File: src/rtl/wbu_pkg.sv
package wbu_pkg;
  localparam int unsigned IDX_W = 3;
  typedef logic [IDX_W-1:0] idx_t;

  localparam idx_t IDX_TXDATA = 3'd0;
  localparam idx_t IDX_RXDATA = 3'd1;
  localparam idx_t IDX_STATUS = 3'd5;

  localparam int unsigned FLAG_RX_POS = 0;
  localparam int unsigned FLAG_TX_POS = 1;
  localparam int unsigned BYTE_W      = 8;

  typedef enum logic [1:0] {
    LN_IDLE,
    LN_START,
    LN_DATA,
    LN_STOP
  } line_st_e;
endpackage

File: src/rtl/wbu_tick.sv
module wbu_tick #(
  parameter int unsigned DIV = 4
) (
  input  logic clk,
  input  logic rst_n,
  input  logic restart,
  output logic tick
);
  generate
    if (DIV <= 1) begin : g_every_cycle
      assign tick = ~restart;
    end else begin : g_counted
      localparam int unsigned CW = $clog2(DIV);
      localparam logic [CW-1:0] LAST = CW'(DIV - 1);
      logic [CW-1:0] cnt;
      always_ff @(posedge clk or negedge rst_n) begin
        if (!rst_n)                       cnt <= '0;
        else if (restart || cnt == LAST)  cnt <= '0;
        else                              cnt <= cnt + 1'b1;
      end
      assign tick = !restart && (cnt == LAST);
    end
  endgenerate
endmodule

File: src/rtl/wbu_tx.sv
module wbu_tx
  import wbu_pkg::*;
#(
  parameter int unsigned CLK_DIV = 4,
  parameter int unsigned OVS     = 16
) (
  input  logic              clk,
  input  logic              rst_n,
  input  logic              load_valid,
  input  logic [BYTE_W-1:0] load_data,
  output logic              load_ready,
  output logic              txd
);
  localparam int unsigned OW = $clog2(OVS);
  localparam logic [OW-1:0] OVS_LAST = OW'(OVS - 1);
  localparam int unsigned BW = $clog2(BYTE_W);
  localparam logic [BW-1:0] BIT_LAST = BW'(BYTE_W - 1);

  line_st_e          state;
  logic [OW-1:0]     ovs;
  logic [BW-1:0]     bit_idx;
  logic [BYTE_W-1:0] shreg;
  logic              tick;

  wbu_tick #(.DIV(CLK_DIV)) u_tick (
    .clk(clk), .rst_n(rst_n), .restart(state == LN_IDLE), .tick(tick)
  );

  assign load_ready = (state == LN_IDLE);

  always_ff @(posedge clk or negedge rst_n) begin
    if (!rst_n) begin
      state   <= LN_IDLE;
      txd     <= 1'b1;
      ovs     <= '0;
      bit_idx <= '0;
      shreg   <= '0;
    end else if (state == LN_IDLE) begin
      if (load_valid) begin
        shreg <= load_data;
        txd   <= 1'b0;
        ovs   <= '0;
        state <= LN_START;
      end
    end else if (tick) begin
      if (ovs != OVS_LAST) begin
        ovs <= ovs + 1'b1;
      end else begin
        ovs <= '0;
        unique case (state)
          LN_START: begin
            txd     <= shreg[0];
            shreg   <= shreg >> 1;
            bit_idx <= '0;
            state   <= LN_DATA;
          end
          LN_DATA: begin
            if (bit_idx == BIT_LAST) begin
              txd   <= 1'b1;
              state <= LN_STOP;
            end else begin
              txd     <= shreg[0];
              shreg   <= shreg >> 1;
              bit_idx <= bit_idx + 1'b1;
            end
          end
          default: state <= LN_IDLE;
        endcase
      end
    end
  end

  a_r9_idle_line_high: assert property (@(posedge clk) disable iff (!rst_n)
    (state == LN_IDLE) |-> txd);
  a_r9_start_drives_low: assert property (@(posedge clk) disable iff (!rst_n)
    (load_valid && load_ready) |=> (!txd && !load_ready));
endmodule

File: src/rtl/wbu_rx.sv
module wbu_rx
  import wbu_pkg::*;
#(
  parameter int unsigned CLK_DIV = 4,
  parameter int unsigned OVS     = 16
) (
  input  logic              clk,
  input  logic              rst_n,
  input  logic              rxd_async,
  output logic              frm_valid,
  output logic [BYTE_W-1:0] frm_data
);
  localparam int unsigned OW = $clog2(OVS);
  localparam logic [OW-1:0] OVS_LAST = OW'(OVS - 1);
  localparam logic [OW-1:0] OVS_MID  = OW'(OVS / 2 - 1);
  localparam int unsigned BW = $clog2(BYTE_W);
  localparam logic [BW-1:0] BIT_LAST = BW'(BYTE_W - 1);

  logic              sync1, rxd;
  line_st_e          state;
  logic [OW-1:0]     ovs;
  logic [BW-1:0]     bit_idx;
  logic [BYTE_W-1:0] shreg;
  logic              tick;

  always_ff @(posedge clk or negedge rst_n) begin
    if (!rst_n) begin
      sync1 <= 1'b1;
      rxd   <= 1'b1;
    end else begin
      sync1 <= rxd_async;
      rxd   <= sync1;
    end
  end

  wbu_tick #(.DIV(CLK_DIV)) u_tick (
    .clk(clk), .rst_n(rst_n), .restart(state == LN_IDLE), .tick(tick)
  );

  always_ff @(posedge clk or negedge rst_n) begin
    if (!rst_n) begin
      state     <= LN_IDLE;
      ovs       <= '0;
      bit_idx   <= '0;
      shreg     <= '0;
      frm_valid <= 1'b0;
      frm_data  <= '0;
    end else begin
      frm_valid <= 1'b0;
      unique case (state)
        LN_IDLE: begin
          if (!rxd) begin
            ovs   <= '0;
            state <= LN_START;
          end
        end
        LN_START: begin
          if (tick) begin
            if (ovs == OVS_MID) begin
              ovs     <= '0;
              bit_idx <= '0;
              state   <= rxd ? LN_IDLE : LN_DATA;
            end else begin
              ovs <= ovs + 1'b1;
            end
          end
        end
        LN_DATA: begin
          if (tick) begin
            if (ovs == OVS_LAST) begin
              ovs   <= '0;
              shreg <= {rxd, shreg[BYTE_W-1:1]};
              if (bit_idx == BIT_LAST) state <= LN_STOP;
              else                     bit_idx <= bit_idx + 1'b1;
            end else begin
              ovs <= ovs + 1'b1;
            end
          end
        end
        default: begin
          if (tick) begin
            if (ovs == OVS_LAST) begin
              frm_valid <= rxd;
              frm_data  <= shreg;
              state     <= LN_IDLE;
            end else begin
              ovs <= ovs + 1'b1;
            end
          end
        end
      endcase
    end
  end

  a_r6_frame_single_pulse: assert property (@(posedge clk) disable iff (!rst_n)
    frm_valid |=> !frm_valid);
  a_r6_frame_from_stop: assert property (@(posedge clk) disable iff (!rst_n)
    frm_valid |-> $past(state == LN_STOP));
endmodule

File: src/rtl/word_uart.sv
module word_uart
  import wbu_pkg::*;
#(
  parameter int unsigned CLK_DIV = 27,
  parameter int unsigned OVS     = 16,
  parameter int unsigned DATA_W  = 32
) (
  input  logic              clk,
  input  logic              rst_n,
  input  logic              bus_valid,
  output logic              bus_ready,
  input  logic              bus_write,
  input  logic [IDX_W-1:0]  bus_index,
  input  logic [DATA_W-1:0] bus_wdata,
  output logic              rsp_valid,
  output logic [DATA_W-1:0] rsp_rdata,
  output logic              uart_txd,
  input  logic              uart_rxd,
  output logic              rx_overrun
);
  logic              acc, rd_acc, tx_load, rd_rxdata;
  logic              tx_rdy, rx_rdy;
  logic              frm_valid;
  logic [BYTE_W-1:0] frm_data, hold;
  logic [DATA_W-1:0] status, rdata_next;
  logic              wdata_unused;

  assign bus_ready    = 1'b1;
  assign acc          = bus_valid;
  assign rd_acc       = acc && !bus_write;
  assign tx_load      = acc && bus_write && (bus_index == IDX_TXDATA);
  assign rd_rxdata    = rd_acc && (bus_index == IDX_RXDATA);
  assign wdata_unused = ^bus_wdata[DATA_W-1:BYTE_W];

  wbu_tx #(.CLK_DIV(CLK_DIV), .OVS(OVS)) u_tx (
    .clk(clk), .rst_n(rst_n),
    .load_valid(tx_load), .load_data(bus_wdata[BYTE_W-1:0]),
    .load_ready(tx_rdy), .txd(uart_txd)
  );

  wbu_rx #(.CLK_DIV(CLK_DIV), .OVS(OVS)) u_rx (
    .clk(clk), .rst_n(rst_n), .rxd_async(uart_rxd),
    .frm_valid(frm_valid), .frm_data(frm_data)
  );

  always_ff @(posedge clk or negedge rst_n) begin
    if (!rst_n) begin
      rx_rdy     <= 1'b0;
      hold       <= '0;
      rx_overrun <= 1'b0;
    end else begin
      if (frm_valid && !rx_rdy) begin
        rx_rdy <= 1'b1;
        hold   <= frm_data;
      end else if (rd_rxdata) begin
        rx_rdy <= 1'b0;
      end
      if (frm_valid && rx_rdy) rx_overrun <= 1'b1;
    end
  end

  always_comb begin
    status              = '0;
    status[FLAG_RX_POS] = rx_rdy;
    status[FLAG_TX_POS] = tx_rdy;
    unique case (bus_index)
      IDX_RXDATA: rdata_next = {{(DATA_W-BYTE_W){1'b0}}, hold};
      IDX_STATUS: rdata_next = status;
      default:    rdata_next = '0;
    endcase
  end

  always_ff @(posedge clk or negedge rst_n) begin
    if (!rst_n) begin
      rsp_valid <= 1'b0;
      rsp_rdata <= '0;
    end else begin
      rsp_valid <= rd_acc;
      if (rd_acc) rsp_rdata <= rdata_next;
    end
  end

  a_r4_read_clears_ready: assert property (@(posedge clk) disable iff (!rst_n)
    (rd_rxdata && rx_rdy) |=> !rx_rdy);
  a_r7_hold_kept_while_full: assert property (@(posedge clk) disable iff (!rst_n)
    rx_rdy |=> $stable(hold));
  a_r7_overrun_sticky: assert property (@(posedge clk) disable iff (!rst_n)
    rx_overrun |=> rx_overrun);
  a_r11_rsp_after_read: assert property (@(posedge clk) disable iff (!rst_n)
    rsp_valid |-> $past(bus_valid && !bus_write));
  a_r11_ready_high: assert property (@(posedge clk) disable iff (!rst_n)
    bus_ready);
endmodule

File: config.mk
export PLATFORM = sky130hd
export DESIGN_NAME = word_uart
export DESIGN_NICKNAME = d
export VERILOG_FILES = /design/src/rtl/wbu_pkg.sv /design/src/rtl/wbu_tick.sv /design/src/rtl/wbu_tx.sv /design/src/rtl/wbu_rx.sv /design/src/rtl/word_uart.sv
export SDC_FILE = /design/constraint.sdc
export NUM_CORES = 1
export LEC_CHECK = 0
export BUFFER_PORTS_ARGS = -buffer_cell sky130_fd_sc_hd__buf_2
export CAP_MARGIN = 20
export CORE_ASPECT_RATIO = 0.9
export CORE_MARGIN = 5
export CORE_UTILIZATION = 40
export CTS_CLUSTER_SIZE = 14
export DETAILED_ROUTE_END_ITERATION = 6
export PLACE_DENSITY_LB_ADDON = 0.05
export SYNTH_ARGS = -nofsm -noshare
export SYNTH_HDL_FRONTEND = slang
export SYNTH_SLANG_ARGS = --single-unit
File: constraint.sdc
create_clock -name clk -period 3.04 [get_ports clk]
set_input_delay 0.456 -clock clk [delete_from_list [all_inputs] [get_ports clk]]
set_output_delay 0.456 -clock clk [all_outputs]
set_load 0.05 [all_outputs]
### Yosys cells after proc, flatten, opt, wreduce, memory -nomap -nowiden

Index checks and enable logic that the tools add are counted.

* register bits: 99
* latch bits: 0
* bits in writable memories: 0
* memory bits (read-only): 0
* output and inout bits: 36
* logic and storage cells: 146
* memories kept: 0

* add/subtract/negate cells: 6
* $mul: 0
* divide/modulo/power cells: 0
* $lt $le $gt $ge: 0
* equality and inequality tests: 26
* shifts and indexed selects: 0
* multiplexer cells: 56
* bitwise gates (word level): 3
* reduce and logical (&&, ||, !) cells: 35

Operator list (count)
* $mux W4: 11
* $mux W8: 5
* $pmux W8 S2: 2
* $mux W2: 14
* $mux W3: 6
* $reduce_and A5 Y1: 3
* $pmux W3 S2: 2
* $pmux W4 S3: 1
* $add A5 B1 Y5 const B: 2
* $eq A5 B5 Y1 const B: 2
* $mux W1: 10
* $mux W5: 2
* $ne A2 B1 Y1 const B: 5
* $ne A2 B2 Y1 const B: 5
* $reduce_bool A2 Y1: 5
* $eq A3 B3 Y1 const B: 3
* $add A4 B1 Y4 const B: 2
* $logic_and A1 B1 Y1: 8
* $ne A4 B4 Y1 const B: 2
* $reduce_and A4 Y1: 2
* $reduce_and A8 Y1: 1
* $add A3 B1 Y3 const B: 2
* $pmux W2 S3: 1
* $reduce_and A3 Y1: 2
* other kinds (18): 28

### Longest topological paths before layout

* depth after elaboration: 6
* gate-level depth with buffers: 7
* gate-level depth less buffers: 6

### Cells and area by module

Synthesis repeated with hierarchy kept, for this count alone.

* cell total of the unflattened synthesis: 332
* area total of the unflattened synthesis: 3998.8 µm²

By module, submodules not included
* wbu_rx: times used 1, cells an instance 105, area an instance 1357.6 µm², sequential area each 703.2 µm²
* wbu_tx: times used 1, cells an instance 98, area an instance 1069.8 µm², sequential area each 451.7 µm²
* word_uart: times used 1, cells an instance 83, area an instance 1021.0 µm², sequential area each 475.5 µm²
* wbu_tick: times used 2, cells an instance 23, area an instance 275.3 µm², sequential area each 125.1 µm²

### Worst setup path after synthesis

Ideal clock, no wire load.

* kind: reg-to-reg
* start: reg u_tx.state[0]
* end: reg u_tx.shreg[0]
* arrival time: 2058 ps
* data required time: 2915 ps
* slack: 858 ps
* cell stages (with the launch flop): 8
* buffers on the path: 2
* cell sequence: dfrtp_1 inv_1 ha_1 buf_4 or3b_1 buf_6 a221oi_4 mux2_2

* word-level cells in the longest chain between the ends: 5
* elaborated cells on any way between the ends: 15
* those cells by class: eq/ne: 5; mux: 4; reduce/logical: 6

Ends and longest elaborated chain
* from (decl): RTL line wbu_tx.sv:19 `line_st_e state;`
* from (signal assigned): RTL line wbu_tx.sv:33 `state <= LN_IDLE;`
* from (signal assigned): RTL line wbu_tx.sv:43 `state <= LN_START;`
* from (signal assigned): RTL line wbu_tx.sv:55 `state <= LN_DATA;`
* $eq A2 B2 Y1, or another cell as far along: RTL line wbu_tx.sv:50 `unique case (state)`
* $pmux W8 S2 or $logic_not A1 Y1 (tied branches): RTL line wbu_tx.sv:50, wbu_tick.sv:21
* $mux W8 or $logic_and A1 B1 Y1 (tied branches): RTL line wbu_tx.sv:46, wbu_tick.sv:21
* $mux W8 or $reduce_bool A2 Y1 (tied branches)
* $mux W8 or $reduce_and A5 Y1 (tied branches)
* to (signal assigned): RTL line wbu_tx.sv:40 `shreg <= load_data;`
* to (signal assigned): RTL line wbu_tx.sv:53 `shreg <= shreg >> 1;`
* to (signal assigned): RTL line wbu_tx.sv:63 `shreg <= shreg >> 1;`
* to (decl): RTL line wbu_tx.sv:22 `logic [BYTE_W-1:0] shreg;`

Parallel ways exist; a longest one is shown, timed or not. The select of a mux whose other input is x is not followed.
A chain may end at the register's enable or synchronous reset.

### Worst setup path after layout

* start: reg u_tx.state[0]
* end: reg u_tx.shreg[5]

Same word-level chain as after synthesis.

==> metrics.txt <==
wire per inst approximately 14 um; TritonCTS Buffers 9; fillers 839; crit path cell chain inv_1 -> ha_1 -> buf_4 -> nor4b_1 -> nand3_1 -> a221oi_4 -> mux2_2; Yosys top cell area share between 40% and 50%; Clk pwr share between 30% and 40%; Power Dens Cells roughly 460 mW/mm2; commonest non-fill, non-tap cell in the layout dfrtp_1; Yosys reg bits 75; Final Cell Area approximately 0.0039 mm2; clk_lat worst skew 0.34 ns; Leak between 1.5 and 2 nW; fraction of layout instances using a drive strength above 1 between 20% and 30%; Slew @ Worst Pin roughly 0.96 ns; worst path bufs/invs 2; via count about 2200; crit path DAT about 2.8 ns; core area 0.00869 mm2; Root Buffer clkbuf_8; worst hold start uart_rxd; Fin. Hold Viols 0; die area around 0.011 mm2; DP Area 0.00376 mm2; Post-synth EDFFs 0; Post-CTS Hold Buffers 0; final antenna-violating net count 0; Crit. End Element register; Synth Instances just under 300; largest stage delay on the critical path about 0.55 ns; CP delay by family, top simple AND/OR/NAND/NOR gates; Port Buffers 26; GPL Wtd Cong around 0.77; maxcap violations 0; Main synth FF type dfrtp_1; DRT Pass-1 Iters 4; top post-synthesis cells by area dfrtp_1, mux2_2, buf_4; Sum Neg Setup Slack 0 ns; IO Count 76; postcts setup bufs 0; CP required between 3 and 4 ns; die height roughly 100 um; Sw Ratio a little over a quarter; Max Root-Sink Buffers 2; maximum clock frequency 388 MHz; DRT iter0 DRCs 56; Die Wd 110 um; Reg power frac about 56%; area leader, netlist dfrtp_1; clock period minus worst slack between 2 and 3 ns; crit share post-route 84.8%; Netlist cell types 52; Slew HR 36.3%; clk sink count 75; first-pass GRT wire length approximately 10000 um; Hold Crit Depth 1; Setup Skew 0.00679 ns; Ys Warns 0; DRC viols 0; Total GRT Usage 12.2%; Hold EP u_rx.sync1; final setup vio count 0; sw power approximately 490 uW; vias in the first global route between 2000 and 2500; DR vias/cell 4.83; Worst R2R End u_tx.shreg[5]; WL final 6180 um; reg-to-reg critical path startpoint u_tx.state[0]; Area Growth Syn to Fin 9.12%; Rows 32; status finished, final reports clean; WS Path Type reg -> reg; pin count of the biggest net entering global routing 76; clock slew at reported path FFs ~0.080 ns; CTS resizes 0; Post-synth ARST share 100%; slowest cell on the critical path a221oi_4; initial antenna violation count 0; TritonCTS clock tree built; nature of the critical path startpoint register; Hold Crit Class in -> reg; P_int approximately 1.3 mW; R2R setup slack 0.46 ns; antenna fix cells 0; Max Fanout on Critical Path 11; Synth Area per Inst approximately 12 um2; nets@finish roughly 380; effective utilization at floorplan between 40% and 50%; gr ovfl total 0; Worst VDD drop between 0.2 and 0.25 mV; sequential area share after synthesis a little over half; reg2reg path depth 7; synthesized area 0.00361 mm2; htree depth 3; Detailed Place HPWL around 4300 um; Final Slew Violations 0; combinational share of power 6.3%; RSZ-0062 raised after global routing no; most frequent cells in the layout dfrtp_1, mux2_2, conb_1, buf_2, nor2_1
==> worst max path at each step <==
stage | startpoint | end | slack [ns] | depth (start not counted)
after floorplan | u_tx.state[0] | u_tx.shreg[0] | 0.86 | 7
after global placement | u_tx.state[0] | u_tx.shreg[4] | 0.48 | 7
after detailed placement | u_tx.state[0] | u_tx.shreg[0] | 0.45 | 7
after CTS | u_tx.state[0] | u_tx.shreg[5] | 0.41 | 7
after global routing | u_tx.state[0] | u_tx.shreg[0] | 0.28 | 7
final | u_tx.state[0] | u_tx.shreg[5] | 0.46 | 7
==> per-stage QoR <==
stage               utilization [%]  power (mW)  std cells  setup WS (ns)  hold slack [ns]
detailed placement             43.3        1.14        431          0.448            0.347
global placement               43.3        1.14        431          0.482            0.347
global route                   45.3        1.89        447          0.276            0.185
CTS                            45.3        1.85        447          0.411            0.182
floorplan                         -        1.13        317          0.858            0.160
finish                         45.3        1.81        447          0.463            0.207
==> power by group through the flow <==
stage / Combinational [mW] / Sequential, mW / Clock, mW
floorplan: 0.0996 / 1.03 / 0
global placement: 0.115 / 1.03 / 0
detailed placement: 0.115 / 1.03 / 0
CTS: 0.115 / 1.01 / 0.724
global route: 0.124 / 1.01 / 0.760
finish: 0.114 / 1.01 / 0.687
==> state kept, by name (all words and copies together) (netlist names), 2 cells and up <==
name	flops
rsp_rdata	8
u_rx.ovs	4
u_rx.frm_data	8
hold	8
u_tx.state	2
u_rx.u_tick.g_counted.cnt	5
u_tx.u_tick.g_counted.cnt	5
u_tx.ovs	4
u_tx.shreg	8
u_rx.state	2
u_rx.bit_idx	3
u_rx.shreg	8
u_tx.bit_idx	3
==> layout make-up <==
cell class / instances / area (um2) / share of cell area, %
clock inverter: 7 / 52.6 / 1.34
timing repair buffer: 28 / 148 / 3.75
inverter: 12 / 45.0 / 1.14
multi-input combinational: 197 / 1540 / 39.1
tap: 119 / 149 / 3.78
sequential: 75 / 1880 / 47.8
clock buffer: 9 / 124 / 3.15
==> cells in the mapped netlist (2+ instances only) <==
master	n
nor2_1	21
dfrtp_1	72
and3_1	3
nand2_1	10
inv_1	12
buf_4	26
a21oi_1	4
xor2_1	4
nor3b_1	2
a22o_1	11
mux2i_1	7
nand2b_1	2
o21ai_0	6
ha_1	15
o32ai_1	2
nor2b_1	2
nand3_1	9
dfstp_2	3
clkbuf_1	5
conb_1	2
a211o_2	2
nor4b_1	2
xnor2_1	2
mux2_2	42
==> worst reg2reg max path, cell delays in order (launching register included) <==
cell and delay [ns]:
dfrtp_1 0.41, inv_1 0.14, ha_1 0.20, buf_4 0.19, nor4b_1 0.34, nand3_1 0.26
a221oi_4 0.55, mux2_2 0.40
==> cell families after synthesis <==
| kind of cell | count (synthesis) | synth area share [%] |
|---|---|---|
| simple gates | 63 | 9.61 |
| flops | 75 | 52.1 |
| xor+xnor | 6 | 1.46 |
| compound gates | 39 | 8.71 |
| fa+ha+maj | 15 | 5.20 |
| buf+inv | 45 | 7.63 |
| mux | 49 | 15.1 |
| other cells | 2 | 0.208 |
==> per-layer routing <==
layer	GRT usage (%)	up-vias	part of all wire (%)
met5	0	-	0
met4	4.55	0	1.4
met3	3.28	9	3.9
met2	18.4	40	46
met1	16.8	1071	49
li1	-	1041	-
(Power assumes the default switching activity.)
